## src/rtl/stk_pkg.sv

```systemverilog
package stk_pkg;

    localparam int DEF_OFS_W     = 16;
    localparam int DEF_SEG_SHIFT = 4;
    localparam int DEF_BYTE_W    = 8;

    typedef enum logic [2:0] {
        ST_IDLE,
        ST_PUSH_HI,
        ST_PUSH_LO,
        ST_POP_LO,
        ST_POP_HI,
        ST_FIN
    } stk_state_e;

    // which offset relative to the pointer the current transfer uses
    typedef enum logic [1:0] {
        OFS_MINUS1,
        OFS_MINUS2,
        OFS_ZERO,
        OFS_PLUS1
    } ofs_sel_e;

    typedef struct packed {
        logic     we;
        logic     hi_byte;
        logic     cap_lo;
        logic     cap_hi;
        ofs_sel_e sel;
    } xfer_ctl_t;

    typedef struct packed {
        logic ld_en;
        logic step_en;
        logic step_up;
    } ptr_ctl_t;

endpackage

```

## src/rtl/stk_ptr.sv

```systemverilog
module stk_ptr
    import stk_pkg::*;
#(
    parameter int OFS_W = DEF_OFS_W
) (
    input  logic             clk,
    input  logic             rst,
    input  ptr_ctl_t         ctl,
    input  logic [OFS_W-1:0] ld_val,
    output logic [OFS_W-1:0] sp
);
    localparam logic [OFS_W-1:0] STEP = OFS_W'(2);

    always_ff @(posedge clk) begin
        if (rst) begin
            sp <= '0;
        end else if (ctl.ld_en) begin
            sp <= ld_val;
        end else if (ctl.step_en) begin
            sp <= ctl.step_up ? sp + STEP : sp - STEP;
        end
    end
endmodule

```

## src/rtl/stk_agen.sv

```systemverilog
module stk_agen
    import stk_pkg::*;
#(
    parameter int OFS_W     = DEF_OFS_W,
    parameter int SEG_SHIFT = DEF_SEG_SHIFT
) (
    input  logic [OFS_W-1:0]           seg,
    input  logic [OFS_W-1:0]           sp,
    input  ofs_sel_e                   sel,
    output logic [OFS_W+SEG_SHIFT-1:0] phys
);
    localparam int PHYS_W = OFS_W + SEG_SHIFT;

    logic [OFS_W-1:0]  ofs;
    logic [PHYS_W-1:0] base;

    always_comb begin
        unique case (sel)
            OFS_MINUS1: ofs = sp - OFS_W'(1);
            OFS_MINUS2: ofs = sp - OFS_W'(2);
            OFS_PLUS1:  ofs = sp + OFS_W'(1);
            default:    ofs = sp;
        endcase
    end

    assign base = {seg, {SEG_SHIFT{1'b0}}};
    assign phys = base + PHYS_W'(ofs);
endmodule

```

## src/rtl/stk_fsm.sv

```systemverilog
module stk_fsm
    import stk_pkg::*;
(
    input  logic      clk,
    input  logic      rst,
    input  logic      push_req,
    input  logic      pop_req,
    input  logic      ld_req,
    output logic      accept_push,
    output xfer_ctl_t xctl,
    output ptr_ctl_t  pctl,
    output logic      done,
    output logic      busy
);
    stk_state_e state, nxt;
    logic       idle;

    assign idle = (state == ST_IDLE);

    always_ff @(posedge clk) begin
        if (rst) state <= ST_IDLE;
        else     state <= nxt;
    end

    always_comb begin
        nxt = state;
        unique case (state)
            ST_IDLE: begin
                if (push_req)     nxt = ST_PUSH_HI;
                else if (pop_req) nxt = ST_POP_LO;
            end
            ST_PUSH_HI: nxt = ST_PUSH_LO;
            ST_PUSH_LO: nxt = ST_FIN;
            ST_POP_LO:  nxt = ST_POP_HI;
            ST_POP_HI:  nxt = ST_FIN;
            default:    nxt = ST_IDLE;
        endcase
    end

    always_comb begin
        xctl.we      = (state == ST_PUSH_HI) || (state == ST_PUSH_LO);
        xctl.hi_byte = (state == ST_PUSH_HI);
        xctl.cap_lo  = (state == ST_POP_LO);
        xctl.cap_hi  = (state == ST_POP_HI);
        unique case (state)
            ST_PUSH_HI: xctl.sel = OFS_MINUS1;
            ST_PUSH_LO: xctl.sel = OFS_MINUS2;
            ST_POP_HI:  xctl.sel = OFS_PLUS1;
            default:    xctl.sel = OFS_ZERO;
        endcase
    end

    assign accept_push  = idle && push_req;
    assign pctl.ld_en   = idle && ld_req && !push_req && !pop_req;
    assign pctl.step_en = (state == ST_PUSH_LO) || (state == ST_POP_HI);
    assign pctl.step_up = (state == ST_POP_HI);
    assign done         = (state == ST_FIN);
    assign busy         = !idle;
endmodule

```

## src/rtl/byte_stack_engine.sv

```systemverilog
module byte_stack_engine
    import stk_pkg::*;
#(
    parameter int OFS_W     = DEF_OFS_W,
    parameter int SEG_SHIFT = DEF_SEG_SHIFT,
    parameter int BYTE_W    = DEF_BYTE_W
) (
    input  logic                       clk,
    input  logic                       rst,
    input  logic                       push_i,
    input  logic                       pop_i,
    input  logic [2*BYTE_W-1:0]        push_data_i,
    input  logic [OFS_W-1:0]           seg_i,
    input  logic                       sp_load_i,
    input  logic [OFS_W-1:0]           sp_load_val_i,
    output logic [OFS_W+SEG_SHIFT-1:0] mem_addr_o,
    output logic [BYTE_W-1:0]          mem_wdata_o,
    output logic                       mem_we_o,
    input  logic [BYTE_W-1:0]          mem_rdata_i,
    output logic [2*BYTE_W-1:0]        pop_data_o,
    output logic                       done_o,
    output logic                       busy_o,
    output logic [OFS_W-1:0]           sp_o
);
    localparam int WORD_W = 2 * BYTE_W;

    xfer_ctl_t         xctl;
    ptr_ctl_t          pctl;
    logic              accept_push;
    logic [WORD_W-1:0] push_word;

    stk_fsm u_fsm (
        .clk         (clk),
        .rst         (rst),
        .push_req    (push_i),
        .pop_req     (pop_i),
        .ld_req      (sp_load_i),
        .accept_push (accept_push),
        .xctl        (xctl),
        .pctl        (pctl),
        .done        (done_o),
        .busy        (busy_o)
    );

    stk_ptr #(.OFS_W(OFS_W)) u_ptr (
        .clk    (clk),
        .rst    (rst),
        .ctl    (pctl),
        .ld_val (sp_load_val_i),
        .sp     (sp_o)
    );

    stk_agen #(.OFS_W(OFS_W), .SEG_SHIFT(SEG_SHIFT)) u_agen (
        .seg  (seg_i),
        .sp   (sp_o),
        .sel  (xctl.sel),
        .phys (mem_addr_o)
    );

    always_ff @(posedge clk) begin
        if (rst) begin
            push_word  <= '0;
            pop_data_o <= '0;
        end else begin
            if (accept_push) push_word <= push_data_i;
            if (xctl.cap_lo) pop_data_o[BYTE_W-1:0]      <= mem_rdata_i;
            if (xctl.cap_hi) pop_data_o[WORD_W-1:BYTE_W] <= mem_rdata_i;
        end
    end

    assign mem_we_o    = xctl.we;
    assign mem_wdata_o = xctl.hi_byte ? push_word[WORD_W-1:BYTE_W] : push_word[BYTE_W-1:0];
endmodule

```

## config.mk

```make
export PLATFORM = sky130hd
export DESIGN_NAME = byte_stack_engine
export DESIGN_NICKNAME = d
export VERILOG_FILES = /design/src/rtl/stk_pkg.sv /design/src/rtl/stk_ptr.sv /design/src/rtl/stk_agen.sv /design/src/rtl/stk_fsm.sv /design/src/rtl/byte_stack_engine.sv
export SDC_FILE = /design/constraint.sdc
export NUM_CORES = 1
export LEC_CHECK = 0
export BUFFER_PORTS_ARGS = -buffer_cell sky130_fd_sc_hd__clkbuf_2
export CORE_UTILIZATION = 54
export CTS_CLUSTER_SIZE = 8
export DETAILED_ROUTE_END_ITERATION = 7
export PLACE_DENSITY = 0.82
export SLEW_MARGIN = 20
export SYNTH_ARGS = -nofsm -noshare
export SYNTH_HDL_FRONTEND = slang
export SYNTH_HIERARCHICAL = 1
export SYNTH_SLANG_ARGS = --single-unit
```

## constraint.sdc

```tcl
create_clock -name clk -period 6.5 [get_ports clk]
set_input_delay 0.65 -clock clk [delete_from_list [all_inputs] [get_ports clk]]
set_output_delay 0.65 -clock clk [all_outputs]
set_load 0.005 [all_outputs]
```

==> results by group <==
Floorplanning
  – Top-Level Pins: around 120
  – Initial Util: ~56%
  – Placeable Area: 8300 sq um
  – Die height: between 90 and 100 microns
  – Die ar.: 9000 sq um
  – Die X: between 90 and 100 microns
  – Placement row count: 33

Setup path
  – Crit-path slowest cell: dfxtp_1
  – Setup CP Type: flop to primary output
  – Required @ worst endpoint: 5.85 ns
  – Arr. time, crit path: 5.31 ns
  – Buf/Inv on CP: 2
  – CP most frequent cell: ha_1
  – Largest delay contributor family on the critical path: compound AO/OA/AOI/OAI gates
  – Largest stage delay, worst path: 0.51 ns
  – Crit. End Element: primary output
  – Crit Path Max Fanout: 17
  – CP Launch Type: flop
  – Cells along the critical path: xor2_1 > nand2b_1 > ha_1 > inv_1 > ha_1 > a211oi_1 > o21ai_1 > a221oi_2 > xor2_1 > o211ai_1 > ha_1 > a2111oi_0 > o211ai_1 > nand3_1 > a31oi_1 > o2111ai_1 > xnor2_1 > clkbuf_2

Placement
  – HPWL after DPL: between 10000 and 15000 microns
  – Post-DP Area: between 5000 and 6000 sq um
  – Port buffer count: 123
  – RD Place Congestion: about 0.96

Detailed routing
  – DRC errors left: 0
  – DR iter-0 viols: 280
  – Via density per instance: between 6 and 7
  – Routed Antenna Nets: 0
  – DRT Wirelength: ~13000 microns
  – Wirelength per Cell: 16.3 microns
  – Vias: 4793
  – First-pass detailed-route iteration total: 5

CTS
  – CTS root buf: clkbuf_8
  – # H-tree levels: 2
  – Clock-pin slew on the worst setup and hold paths: between 0.1 and 0.15 ns
  – CTS tree: yes
  – Clk sink count: about 50
  – Number of setup buffers added after CTS: 0
  – Worst skew pair latency: 0.31 ns
  – Max Buffers Root-to-Sink: 2
  – PostCTS Resize Cnt: 0
  – CTS buffer count: 5
  – Post-CTS Hold Buffers: 0

Power
  – Leakage power: approximately 2.5 nW
  – Pwr/cell area: 365 nW/um^2
  – Peak supply drop: ~0.21 mV

Timing
  – Layout Skew: 0.0122 ns
  – Max Clock Freq: approximately 0.17 GHz
  – Setup TNS: 0 ns
  – Final setup vio count: 0
  – RSZ-0062 raised after global routing: no
  – Fin crit period: 5.96 ns
  – Worst slew margin: about 52%
  – Final worst path period share: 91.7%
  – Worst Max-Slew Pin Slew: slightly above 0.7 ns
  – Slew Limit Fails: 0
  – Final hold vios: 0

Synth
  – Sequential fraction of the synthesis area: a little over a fifth
  – Primary FF master, synth: dfxtp_1
  – Synth cell types: between 70 and 80
  – Fraction of registers with async set or reset after synthesis: 0%
  – Mapped Nets: around 700
  – Post-synthesis cell count: around 580
  – Cell Area, Synth: roughly 4700 sq um
  – Number of synthesized register bits: between 50 and 60
  – Post-synth EDFFs: 0
  – Yosys warns: 6
  – Syn_area_per_cell: between 8 and 9 sq um

Final layout
  – Design area: about 5400 sq um
  – Area growth, synth to finish: 16.1%
  – Proportion of layout cells with a drive suffix above 1: between 20 and 30%
  – FILL cells: around 710
  – Antenna diodes: 0
  – NumNets Final: approximately 790

Min path
  – HP Class: flop to flop

Run status
  – Outcome: complete, no violations

GRT
  – Initial antenna violation count: 0
  – Global-route wire length before repair: slightly above 20000 microns
  – Total grt overflow: 0
  – Tot GR Track Use: around 28%
  – Largest net degree at the start of global routing: 53
  – Vias in the first global route: approximately 4500

Flow run
  – Max-cap violations: 0
-- per-stage QoR --
stage	std cells	setup WS [ns]	util, %	hold slack (ns)	power [mW]
6_report	791	0.539	65.2	0.505	1.98
5_1_grt	791	0.0441	65.2	0.539	2.13
4_1_cts	791	0.497	65.1	0.507	1.95
3_5_place_dp	783	0.903	64.0	0.481	1.76
3_3_place_gp	783	1.19	63.9	0.468	1.71
2_1_floorplan	576	1.75	-	0.454	1.40
-- worst reg2reg max path, delay by kind of cell (launching register included) --
family	cells	cell delay, ns
fa+ha+maj	1	0.46
xor+xnor	1	0.23
flops	1	0.45
compound gates	5	1.07
buf+inv	2	0.55
simple gates	1	0.19
-- state kept, by name, indices dropped and copies added, names as in the netlist --
signal	count
push_word	16
u_fsm/state	3
u_ptr/sp	16
pop_data_o	16
-- cells by family after synthesis --
| kind of cell | count (synthesis) | share of synthesized area [%] |
|---|---|---|
| compound gates | 166 | 23.9 |
| xor+xnor | 38 | 7.14 |
| fa+ha+maj | 48 | 13.4 |
| buf+inv | 55 | 5.61 |
| flops | 51 | 21.9 |
| mux | 44 | 9.70 |
| simple gates | 174 | 18.3 |
-- final timing paths --
kind                                             startpoint                          to  slack (ns)  cells after the start
worst max-delay path            u_fsm/state[0]$_SDFFE_PP0P_              mem_addr_o[19]        0.54                     18
worst min-delay path             pop_data_o[2]$_SDFFE_PP0P_  pop_data_o[2]$_SDFFE_PP0P_        0.51                      2
worst max register to register  u_fsm/state[2]$_SDFFE_PP0P_   u_ptr/sp[12]$_SDFFE_PP0N_        3.44                     10
worst min register to register   pop_data_o[2]$_SDFFE_PP0P_  pop_data_o[2]$_SDFFE_PP0P_        0.51                      2
-- synth_stat cells (3+ instances only) --
master | count | area (sq um)
o21ai_0 | 29 | 145
nor3b_1 | 6 | 45.0
nand4_1 | 4 | 25.0
nor2b_1 | 6 | 37.5
inv_1 | 28 | 105
fa_1 | 3 | 60.1
mux2i_1 | 35 | 350
ha_1 | 45 | 563
xor2_1 | 18 | 158
clkbuf_1 | 11 | 41.3
o221ai_1 | 3 | 26.3
nand2b_1 | 7 | 43.8
a221oi_1 | 5 | 43.8
o211ai_1 | 9 | 67.6
xnor2_1 | 20 | 175
nand2_1 | 29 | 109
a21oi_1 | 54 | 270
nor2_1 | 76 | 285
dfxtp_1 | 51 | 1020
buf_4 | 4 | 30.0
a211oi_1 | 4 | 30.0
nand3_1 | 13 | 65.1
o21a_1 | 7 | 52.6
a31oi_1 | 4 | 25.0
o22ai_1 | 5 | 31.3
o31ai_1 | 3 | 22.5
nor3_1 | 11 | 55.1
buf_2 | 7 | 35.0
a21o_1 | 10 | 75.1
mux2_2 | 9 | 101
-- cell type report --
type	count	area, sq um	area share [%]
clock inverter	3	27.5	0.509
inverter	29	109	2.01
clock buffer	5	68.8	1.27
timing repair buffer	128	653	12.1
tap	105	131	2.43
multi-input combinational	470	3390	62.8
sequential	51	1020	18.9
-- power breakdown --
part | switching, mW | internal (mW) | leakage [nW]
clock | 0.114 | 0.0792 | 0.0463
combinational | 0.771 | 0.601 | 2.01
sequential | 0.0649 | 0.346 | 0.417
-- layer usage --
layer / track usage [%] / vias up / share of wire [%] / routed length [microns]
met3: 3.46 / 36 / 5.9 / 757
met4: 12.2 / 0 / 2.8 / 366
met2: 50.3 / 216 / 50 / 6510
met5: 0 / - / 0 / 0
met1: 33.5 / 2242 / 41 / 5290
li1: - / 2299 / - / -
-- cell usage in the layout, fill, tap and decap left out, types with 5 or more instances in the layout --
master,instances
a221oi_1,5
nand2b_1,7
nor3_1,11
clkbuf_2,123
mux2_2,9
xnor2_1,20
a21o_1,10
nor2_1,76
ha_1,45
dfxtp_1,49
nand2_1,29
o21ai_0,29
nor2b_1,6
o22ai_1,5
nand3_1,13
o21a_1,7
inv_1,28
buf_4,5
a21oi_1,54
xor2_1,18
clkbuf_8,5
o211ai_1,9
mux2i_1,35
No activity file was read; power rests on OpenSTA's default activity.
